$ cat config.mk
export PLATFORM = sky130hd
export DESIGN_NAME = mpser_port
export DESIGN_NICKNAME = d
export VERILOG_FILES = /design/src/rtl/mpser_pkg.sv /design/src/rtl/mpser_sync.sv /design/src/rtl/mpser_atx.sv /design/src/rtl/mpser_arx.sv /design/src/rtl/mpser_port.sv
export SDC_FILE = /design/constraint.sdc
export NUM_CORES = 1
export LEC_CHECK = 0
export CAP_MARGIN = 5
export CORE_MARGIN = 3
export CORE_UTILIZATION = 30
export CTS_CLUSTER_SIZE = 20
export DETAILED_ROUTE_END_ITERATION = 10
export RECOVER_POWER = 50
export SLEW_MARGIN = 10
export SYNTH_ARGS = -nofsm -noshare
export SYNTH_HDL_FRONTEND = slang
export SYNTH_HIERARCHICAL = 1
export SYNTH_SLANG_ARGS = --single-unit
export TNS_END_PERCENT = 1
$ cat constraint.sdc
create_clock -name clk -period 3.2 [get_ports clk]
set_clock_uncertainty 0.15 [all_clocks]
set_input_delay 0.64 -clock clk [delete_from_list [all_inputs] [get_ports clk]]
set_output_delay 0.64 -clock clk [all_outputs]
set_load 0.01 [all_outputs]
$ cat src/rtl/mpser_pkg.sv
package mpser_pkg;
   typedef enum logic [1:0] {
      MD_SHIFT  = 2'b00,
      MD_UART8  = 2'b01,
      MD_UART9F = 2'b10,
      MD_UART9V = 2'b11
   } sp_mode_e;

   typedef struct packed {
      sp_mode_e mode;
      logic     ren;
      logic     mpe;
      logic     tx9;
      logic     rx9;
      logic     txf;
      logic     rxf;
   } sp_ctrl_t;
endpackage

$ cat src/rtl/mpser_sync.sv
module mpser_sync #(
   parameter int DIV = 2
) (
   input  logic       clk,
   input  logic       rst_n,
   input  logic       tx_go,
   input  logic       rx_go,
   input  logic [7:0] txdata,
   input  logic       rxd,
   output logic       sclk,
   output logic       dout,
   output logic       doe,
   output logic       busy,
   output logic       tx_done,
   output logic       rx_done,
   output logic [7:0] rdata
);
   localparam int DW = (DIV > 1) ? $clog2(DIV) : 1;

   logic [7:0]    sh;
   logic [3:0]    ph;
   logic [DW-1:0] dcnt;
   logic          dir_tx;
   logic          step;

   assign step = (dcnt == DW'(DIV - 1));

   always_ff @(posedge clk or negedge rst_n) begin
      if (!rst_n) begin
         sh      <= '0;
         ph      <= '0;
         dcnt    <= '0;
         dir_tx  <= 1'b0;
         busy    <= 1'b0;
         tx_done <= 1'b0;
         rx_done <= 1'b0;
      end else begin
         tx_done <= 1'b0;
         rx_done <= 1'b0;
         if (!busy) begin
            if (tx_go) begin
               busy   <= 1'b1;
               dir_tx <= 1'b1;
               sh     <= txdata;
               ph     <= '0;
               dcnt   <= '0;
            end else if (rx_go) begin
               busy   <= 1'b1;
               dir_tx <= 1'b0;
               ph     <= '0;
               dcnt   <= '0;
            end
         end else if (step) begin
            dcnt <= '0;
            ph   <= ph + 4'd1;
            if (!ph[0]) begin
               if (!dir_tx) sh <= {rxd, sh[7:1]};
            end else begin
               if (dir_tx) sh <= {1'b0, sh[7:1]};
               if (ph == 4'd15) begin
                  busy    <= 1'b0;
                  tx_done <= dir_tx;
                  rx_done <= !dir_tx;
               end
            end
         end else begin
            dcnt <= dcnt + 1'b1;
         end
      end
   end

   assign sclk  = !busy | ph[0];
   assign dout  = sh[0];
   assign doe   = busy & dir_tx;
   assign rdata = sh;

   p_len_r11: assert property (@(posedge clk) disable iff (!rst_n)
      (busy && ph == 4'd15 && step) |=> !busy);
endmodule

$ cat src/rtl/mpser_atx.sv
module mpser_atx #(
   parameter int OVS = 16
) (
   input  logic       clk,
   input  logic       rst_n,
   input  logic       tick,
   input  logic       start,
   input  logic       nine,
   input  logic       bit9,
   input  logic [7:0] data,
   output logic       txd,
   output logic       busy,
   output logic       stop_pulse
);
   localparam int TW = $clog2(OVS);

   logic [10:0]   sreg;
   logic [3:0]    bitn;
   logic [3:0]    stop_idx;
   logic [TW-1:0] tcnt;

   always_ff @(posedge clk or negedge rst_n) begin
      if (!rst_n) begin
         sreg       <= '1;
         bitn       <= '0;
         stop_idx   <= 4'd9;
         tcnt       <= '0;
         busy       <= 1'b0;
         stop_pulse <= 1'b0;
      end else begin
         stop_pulse <= 1'b0;
         if (start && !busy) begin
            busy     <= 1'b1;
            sreg     <= nine ? {1'b1, bit9, data, 1'b0} : {2'b11, data, 1'b0};
            stop_idx <= nine ? 4'd10 : 4'd9;
            bitn     <= '0;
            tcnt     <= '0;
         end else if (busy && tick) begin
            if (tcnt == TW'(OVS - 1)) begin
               tcnt <= '0;
               if (bitn == stop_idx) begin
                  busy <= 1'b0;
               end else begin
                  sreg <= {1'b1, sreg[10:1]};
                  bitn <= bitn + 4'd1;
                  if (bitn + 4'd1 == stop_idx) stop_pulse <= 1'b1;
               end
            end else begin
               tcnt <= tcnt + 1'b1;
            end
         end
      end
   end

   assign txd = busy ? sreg[0] : 1'b1;

   p_start_low_r2: assert property (@(posedge clk) disable iff (!rst_n)
      (start && !busy) |=> (busy && !txd));
endmodule

$ cat src/rtl/mpser_arx.sv
module mpser_arx #(
   parameter int OVS = 16
) (
   input  logic       clk,
   input  logic       rst_n,
   input  logic       tick,
   input  logic       en,
   input  logic       nine,
   input  logic       rxd,
   output logic       busy,
   output logic       done,
   output logic [7:0] data,
   output logic       bit9,
   output logic       stopb
);
   localparam int TW = $clog2(OVS);
   localparam int S0 = OVS / 2 - 1;
   localparam int S2 = OVS / 2 + 1;

   logic [TW-1:0] tcnt;
   logic [3:0]    bitn;
   logic [3:0]    stop_idx;
   logic [1:0]    ones;
   logic [8:0]    sh;
   logic          in_win;
   logic          bitval;

   assign in_win = (tcnt >= TW'(S0)) && (tcnt <= TW'(S2));
   assign bitval = ((ones + {1'b0, rxd}) >= 2'd2);

   always_ff @(posedge clk or negedge rst_n) begin
      if (!rst_n) begin
         tcnt     <= '0;
         bitn     <= '0;
         stop_idx <= 4'd9;
         ones     <= '0;
         sh       <= '0;
         busy     <= 1'b0;
         done     <= 1'b0;
         stopb    <= 1'b0;
      end else begin
         done <= 1'b0;
         if (tick) begin
            if (!busy) begin
               if (en && !rxd) begin
                  busy     <= 1'b1;
                  tcnt     <= '0;
                  bitn     <= '0;
                  ones     <= '0;
                  stop_idx <= nine ? 4'd10 : 4'd9;
               end
            end else begin
               if (in_win && tcnt != TW'(S2)) ones <= ones + {1'b0, rxd};
               if (tcnt == TW'(S2)) begin
                  if (bitn == 4'd0) begin
                     if (bitval) busy <= 1'b0;
                  end else if (bitn == stop_idx) begin
                     busy  <= 1'b0;
                     done  <= 1'b1;
                     stopb <= bitval;
                  end else begin
                     sh <= {bitval, sh[8:1]};
                  end
               end
               if (tcnt == TW'(OVS - 1)) begin
                  tcnt <= '0;
                  bitn <= bitn + 4'd1;
                  ones <= '0;
               end else begin
                  tcnt <= tcnt + 1'b1;
               end
            end
         end
      end
   end

   assign data = nine ? sh[7:0] : sh[8:1];
   assign bit9 = sh[8];

   p_gate_r8: assert property (@(posedge clk) disable iff (!rst_n)
      (!en && !busy) |=> !busy);
endmodule

$ cat src/rtl/mpser_port.sv
module mpser_port
   import mpser_pkg::*;
#(
   parameter int OVS    = 16,
   parameter int M0_DIV = 2,
   parameter int M2_DIV = 2
) (
   input  logic       clk,
   input  logic       rst_n,
   input  logic       wr_en,
   input  logic       wr_sel,
   input  logic [7:0] wr_data,
   input  logic       rd_sel,
   output logic [7:0] rd_data,
   input  logic       baud_tick,
   input  logic       irq_en,
   input  logic       rxd_in,
   output logic       txd,
   output logic       rxd_out,
   output logic       rxd_oe,
   output logic       irq
);
   generate
      if (OVS < 8 || (OVS % 2) != 0 || OVS > 64) begin : g_bad_ovs
         initial $error("OVS must be even and within 8..64");
      end
      if (M0_DIV < 1 || M2_DIV < 1) begin : g_bad_div
         initial $error("divider parameters must be at least 1");
      end
   endgenerate

   sp_ctrl_t   ctl;
   logic [7:0] rbuf;
   logic       rx_m, rx_s;
   logic       fix_tick, tick;
   logic       mode0, data_wr;
   logic       s_tx_go, s_rx_go, s_busy, s_tx_done, s_rx_done, s_sclk;
   logic [7:0] s_rdata;
   logic       a_txd, a_tx_busy, a_stop_start;
   logic       a_rx_busy, a_done, a_b9, a_stop;
   logic [7:0] a_data;
   logic       accept, set_tx, set_rx;

   always_ff @(posedge clk or negedge rst_n) begin
      if (!rst_n) begin
         rx_m <= 1'b1;
         rx_s <= 1'b1;
      end else begin
         rx_m <= rxd_in;
         rx_s <= rx_m;
      end
   end

   generate
      if (M2_DIV == 1) begin : g_fix_every
         assign fix_tick = 1'b1;
      end else begin : g_fix_div
         localparam int FW = $clog2(M2_DIV);
         logic [FW-1:0] fcnt;
         always_ff @(posedge clk or negedge rst_n) begin
            if (!rst_n)                       fcnt <= '0;
            else if (fcnt == FW'(M2_DIV - 1)) fcnt <= '0;
            else                              fcnt <= fcnt + 1'b1;
         end
         assign fix_tick = (fcnt == FW'(M2_DIV - 1));
      end
   endgenerate

   assign tick    = (ctl.mode == MD_UART9F) ? fix_tick : baud_tick;
   assign mode0   = (ctl.mode == MD_SHIFT);
   assign data_wr = wr_en && wr_sel;
   assign s_tx_go = data_wr && mode0;
   assign s_rx_go = mode0 && ctl.ren && !ctl.rxf && !s_rx_done && !data_wr;

   mpser_sync #(.DIV(M0_DIV)) u_sync (
      .clk     (clk),
      .rst_n   (rst_n),
      .tx_go   (s_tx_go),
      .rx_go   (s_rx_go),
      .txdata  (wr_data),
      .rxd     (rx_s),
      .sclk    (s_sclk),
      .dout    (rxd_out),
      .doe     (rxd_oe),
      .busy    (s_busy),
      .tx_done (s_tx_done),
      .rx_done (s_rx_done),
      .rdata   (s_rdata)
   );

   mpser_atx #(.OVS(OVS)) u_atx (
      .clk        (clk),
      .rst_n      (rst_n),
      .tick       (tick),
      .start      (data_wr && !mode0),
      .nine       (ctl.mode[1]),
      .bit9       (ctl.tx9),
      .data       (wr_data),
      .txd        (a_txd),
      .busy       (a_tx_busy),
      .stop_pulse (a_stop_start)
   );

   mpser_arx #(.OVS(OVS)) u_arx (
      .clk   (clk),
      .rst_n (rst_n),
      .tick  (tick),
      .en    (ctl.ren && !mode0),
      .nine  (ctl.mode[1]),
      .rxd   (rx_s),
      .busy  (a_rx_busy),
      .done  (a_done),
      .data  (a_data),
      .bit9  (a_b9),
      .stopb (a_stop)
   );

   assign accept = a_done && ((ctl.mode == MD_UART8) ? (!ctl.mpe || a_stop)
                                                     : (!ctl.mpe || a_b9));
   assign set_tx = a_stop_start | s_tx_done;
   assign set_rx = accept | s_rx_done;

   always_ff @(posedge clk or negedge rst_n) begin
      if (!rst_n) begin
         ctl  <= '0;
         rbuf <= '0;
      end else begin
         if (wr_en && !wr_sel) begin
            ctl.mode <= sp_mode_e'(wr_data[7:6]);
            ctl.ren  <= wr_data[5];
            ctl.mpe  <= wr_data[4];
            ctl.tx9  <= wr_data[3];
            ctl.rx9  <= wr_data[2];
            ctl.txf  <= ctl.txf & wr_data[1];
            ctl.rxf  <= ctl.rxf & wr_data[0];
         end
         if (set_tx) ctl.txf <= 1'b1;
         if (s_rx_done) begin
            rbuf    <= s_rdata;
            ctl.rxf <= 1'b1;
         end else if (accept) begin
            rbuf    <= a_data;
            ctl.rx9 <= (ctl.mode == MD_UART8) ? a_stop : a_b9;
            ctl.rxf <= 1'b1;
         end
      end
   end

   assign txd     = mode0 ? s_sclk : a_txd;
   assign irq     = irq_en & (ctl.txf | ctl.rxf);
   assign rd_data = rd_sel ? rbuf : ctl;

   p_txf_hw_r10: assert property (@(posedge clk) disable iff (!rst_n)
      (!ctl.txf && !set_tx) |=> !ctl.txf);
   p_rxf_hw_r10: assert property (@(posedge clk) disable iff (!rst_n)
      (!ctl.rxf && !set_rx) |=> !ctl.rxf);
   p_filter_r7: assert property (@(posedge clk) disable iff (!rst_n)
      (a_done && ctl.mode[1] && ctl.mpe && !a_b9 && !s_rx_done) |=> $stable(rbuf));
   p_oe_mode0_r11: assert property (@(posedge clk) disable iff (!rst_n)
      rxd_oe |-> mode0);
   p_quiet_lines_r1: assert property (@(posedge clk) disable iff (!rst_n)
      (!a_tx_busy && !mode0) |-> txd);
endmodule

# == Yosys cells after proc, flatten, opt, wreduce, memory -nomap -nowiden ==
# Cells that the tools add are included.
# word_totals
register_bits,87
output_inout_bits,12
# op_classes
addsub,8
magnitude_cmp,3
n_eq_ne,16
mux,87
bitwise,11
reduce_logical,50
# ops
op,count
8-bit 2-to-1 mux,10
4-bit 2-to-1 mux,16
1-bit 2-to-1 mux,50
11-bit 2-to-1 mux,4
4-bit by 1-bit adder with 4-bit output (second input constant),5
4-bit equality test (second input constant),4
2-bit nonzero test,8
1-bit logical AND,15
3-bit AND reduction,5
4-bit equality test,3
1-bit zero test,10
10-bit 2-to-1 mux,1
2-bit 2-to-1 mux,5
5-bit AND reduction,2
3-bit != test (second input constant),3
2-bit AND reduction,3
3-bit nonzero test,2
1-bit bitwise AND,4
4-bit by 3-bit greater-or-equal comparator with 1-bit output (second input constant),1
4-bit <= comparator (second input constant),1
4-bit zero test,1
2-bit != test (second input constant),2
4-bit != test (second input constant),1
1-bit NOT,4
other kinds (11),15

# == Longest topological paths before layout ==
# Gate-level depths: netlist of run 1.
# logic_depth
word_depth,8
mapped_depth,9
ltp_nobuf,7

# == Hierarchy ==
# Netlist of run 1, hierarchy kept.
# modules_own_cells
mod,instances,cells_each,area_per_inst_um2,seq_area_each_um2
mpser_arx,1,121,1291.2,601.8
mpser_port,1,134,1253.7,478.0
mpser_atx,1,112,1217.4,564.3
mpser_sync,1,74,908.4,425.4

# == Least setup slack after synthesis of run 1 ==
# No wires, ideal clock.
# synth_path
path_kind,register to register
start,register ctl[6] in the netlist's numbering
end,register u_arx.sh[0]
arrival_ns,2.078
t_required_ns,2.925
slack_ns,0.847
stages_incl_launch_ff,8
path_buffers,2
cell_sequence,dfrtp_1 > buf_6 > o31ai_1 > buf_4 > nand2_1 > nor3_1 > nand3_2 > mux2_2
# synth_via
elab_chain_cells,3
# synth_rtl
element,line_no,source
"start, declared",mpser_port.sv:32,sp_ctrl_t ctl;
2-bit equality test,mpser_port.sv:69,assign tick = (ctl.mode == MD_UART9F) ? fix_tick : baud_tick;
1-bit 2-to-1 mux,mpser_port.sv:69,
via tick,mpser_port.sv:35,"logic fix_tick, tick;"
5-bit AND reduction (no source line),--,
"end signal, assigned",mpser_arx.sv:62,"sh <= {bitval, sh[8:1]};"
"end, declared",mpser_arx.sv:24,logic [8:0] sh;
# The timed path passes the listed nets, and every way through them passes these cells.
# A chain may end at the register's enable or synchronous reset.

# == Final worst setup path of run 1 ==
# layout_path
start,input rd_sel
end,output rd_data[5]
# layout_via
elab_chain_cells,1
# layout_rtl
element,line_no,source
"start, declared",mpser_port.sv:13,"input logic rd_sel,"
8-bit 2-to-1 mux,mpser_port.sv:151,assign rd_data = rd_sel ? rbuf : ctl;
"end, declared",mpser_port.sv:14,"output logic [7:0] rd_data,"
# No other way between the ends.

==> results of run 1 <==
## final timing paths
kind                               startpoint                         to  slack (ps)  depth (start not counted)
max                                    rd_sel                 rd_data[5]         140                          3
min                            rx_m$_DFF_PN1_             rx_s$_DFF_PN1_         210                          0
max reg2reg                ctl[6]$_DFFE_PN0P_  u_atx/bitn[1]$_DFFE_PN0P_         580                          6
min reg2reg                    rx_m$_DFF_PN1_             rx_s$_DFF_PN1_         210                          0
max in group asynchronous               rst_n        rbuf[1]$_DFFE_PN0P_         980                          2
min in group asynchronous               rst_n  u_arx/bitn[1]$_DFFE_PN0P_         380                          1
## layer usage
metal,track usage,vias to the layer above
met1,0.185,1672
met3,0.0321,14
met5,0,-
li1,-,1636
met2,0.200,63
met4,0.0339,0
## power by group through the flow
stage | Sequential, uW | Combinational (uW) | Clock (uW)
6_report | 1730 | 1480 | 944
5_1_grt | 1790 | 1670 | 1000
4_1_cts | 1730 | 1500 | 966
3_5_place_dp | 1740 | 1490 | 0
3_3_place_gp | 1730 | 1440 | 0
2_1_floorplan | 1610 | 1230 | 0
## per-stage QoR
stage               total power (uW)  utilization  hold WS, ps  cell area [um2]  cells
floorplan                       2850            -          194             4670    441
global route                    4460        0.357          213             5310    651
global placement                3170        0.340          197             5060    635
detailed placement              3240        0.340          198             5060    635
CTS                             4190        0.358          195             5320    651
finish                          4160        0.357          206             5310    651
## worst max-delay path: stages
cell and delay [ps]:
clkdlybuf4s50_1 750, mux2_2 390, clkdlybuf4s50_1 490
## registers in the layout (all words and copies together), names as in the netlist, 8 cells and up
name          flops
u_atx/sreg       10
u_arx/sh          9
ctl               8
rbuf              8
u_sync/rdata      8
## final cells by class
class	instances	area, um2
Clock buffer	12	236
Clock inverter	4	28.8
Fill cell	1494	9560
Inverter	13	48.8
Multi-Input combinational cell	322	2380
Sequential cell	82	2070
Tap cell	184	230
Timing Repair Buffer	34	315
## layout by cell type, fill, tap and decap left out, types with 9 or more instances in the layout
cell / n
o21ai_2: 9
nor2_1: 16
dfrtp_1: 68
nand2_1: 49
nand3_1: 18
o211ai_1: 11
mux2_2: 36
mux2i_1: 10
mux2_4: 9
clkbuf_16: 9
ha_1: 9
nor2b_1: 14
inv_1: 12
dfstp_2: 14
o21ai_0: 34
clkdlybuf4s50_1: 24
## cell families (layout without fill, tap and decap cells)
group | after synthesis | after routing | share of synthesized area
multiplexers | 55 | 55 | 0.137
adder cells (fa/ha/maj) | 9 | 9 | 0.0241
XOR/XNOR | 12 | 12 | 0.0257
AND/OR/NAND/NOR | 144 | 144 | 0.169
AO/OA/AOI/OAI | 102 | 102 | 0.153
flip-flops | 82 | 82 | 0.443
buffers and inverters | 37 | 63 | 0.0479
==> key figures, run 1 <==
STA
  • Final setup viols: 0
  • Setup_tns: 0 ps
  • Period utilization: 0.956
  • RSZ-0062 raised after global routing: false
  • Final Max Slew Viols: 0
  • Final worst slack: 141 ps
  • Fmax: 327 MHz
  • Slew headroom: 0.208
  • Final hold violation count: 0
  • Slew @ Worst Pin: 1190 ps
  • Post-layout minimum cycle time: 3060 ps

Synth
  • Asr flop ratio synth: 1.00
  • Post-Syn Nets: 466
  • Unique masters post-synth: 63
  • Netlist Area Pre-Place: 4670 um2
  • Syn. warnings: 6
  • Seq/Total Area, Yosys: 0.443
  • Ranking of synthesized cells by area: dfrtp_1 36%, mux2_2 8.7%, dfstp_2 7.9%
  • Commonest cells in the netlist: 68 x dfrtp_1, 49 x nand2_1, 36 x mux2_2
  • FF+latch count, synth: 82
  • Ys flop type: dfrtp_1
  • EDFF count, synth: 0
  • Synth top area share: 0.364
  • Leading area contributor after synthesis: dfrtp_1
  • Most instantiated library cell after synthesis: dfrtp_1
  • Post-Syn Instances: 441
  • Mean post-synth cell area: 10.6 um2

Drt
  • DRC: 0
  • Top layer in use: met4
  • Vias per inst: 5.20
  • 1st-iter DRT viols: 237
  • Pre-antenna DRT Iters: 4
  • Vias: 3385
  • Drt wl/cell: 16.1 um
  • Post-Route WL: 10.5 mm
  • Routed met2 length: 4.84 mm
  • DRT met1 WL: 5.06 mm
  • Antenna Nets Post-Route: 0
  • Met3 Wirelength: 411 um

Setup path
  • CP required: 2410 ps
  • Crit path DAT: 2270 ps
  • Kind of start point of the critical path: input port
  • CP Class: in2out
  • Element type at the critical path end: output port
  • Crit-path max FO: 9

Flow run
  • Max_cap viols: 0

GRT
  • Initial antenna violation count: 0
  • GRT overflow: 0
  • First-pass GRT wire length: 17.8 mm
  • Vias in the first global route: 3427
  • Total GRT Usage: 0.130
  • Largest net degree at the start of global routing: 47

Clock network
  • CTS max path bufs: 2
  • Hold_buf cts: 0
  • PostCTS Resize Cnt: 0
  • Root buffer cell: clkbuf_16
  • Post-CTS setup repair buffer count: 0
  • # H-tree levels: 3
  • Clk_lat worst skew: 340 ps
  • CTS buffer count: 9
  • TritonCTS clock tree: yes
  • Clock sink total: 82
  • Clock transition at path regs: 60 ps

Power and ir drop
  • Max VDD drop: 0.390 mV
  • Cell Pwr Density: 783 nW/um2
  • Logic pwr share: 0.357
  • Cell Int Power: 2680 uW
  • Clock share of power: 0.227
  • Switch share: 0.355
  • P_sw: 1480 uW
  • Static Leak: 0.00226 uW
  • Seq pwr share: 0.416

Floorplanning
  • Die height: 131 um
  • Core area: 14900 um2
  • Full die area: 17100 um2
  • Die Span X: 131 um
  • Ports: 28
  • Row count: 44
  • Initial Util: 0.314

Min path
  • Hold Path Class: reg2reg

Layout
  • Diode count: 0
  • Layout Nets: 487
  • Proportion of layout cells with a drive suffix above 1: 0.223
  • P&R area growth vs syn: 13.6%

Place
  • Pre-CTS setup slack: 129 ps
  • DP HPWL: 7.44 mm
  • IO buf count: 27
  • Gp weighted congestion: 0.801

Status
  • Run status: finished clean
Power figures use the tool's default switching activity.
==> run 2, diff against run 1 <==
--- a/config.mk
+++ b/config.mk
@@ -8,6 +8,7 @@
 export CAP_MARGIN = 5
 export CORE_MARGIN = 3
 export CORE_UTILIZATION = 30
+export CTS_CLUSTER_DIAMETER = 30
 export CTS_CLUSTER_SIZE = 20
 export DETAILED_ROUTE_END_ITERATION = 10
 export RECOVER_POWER = 50
==> results of run 2 <==
Same layout as run 1: the final DEF is identical, and so are final timing and power.
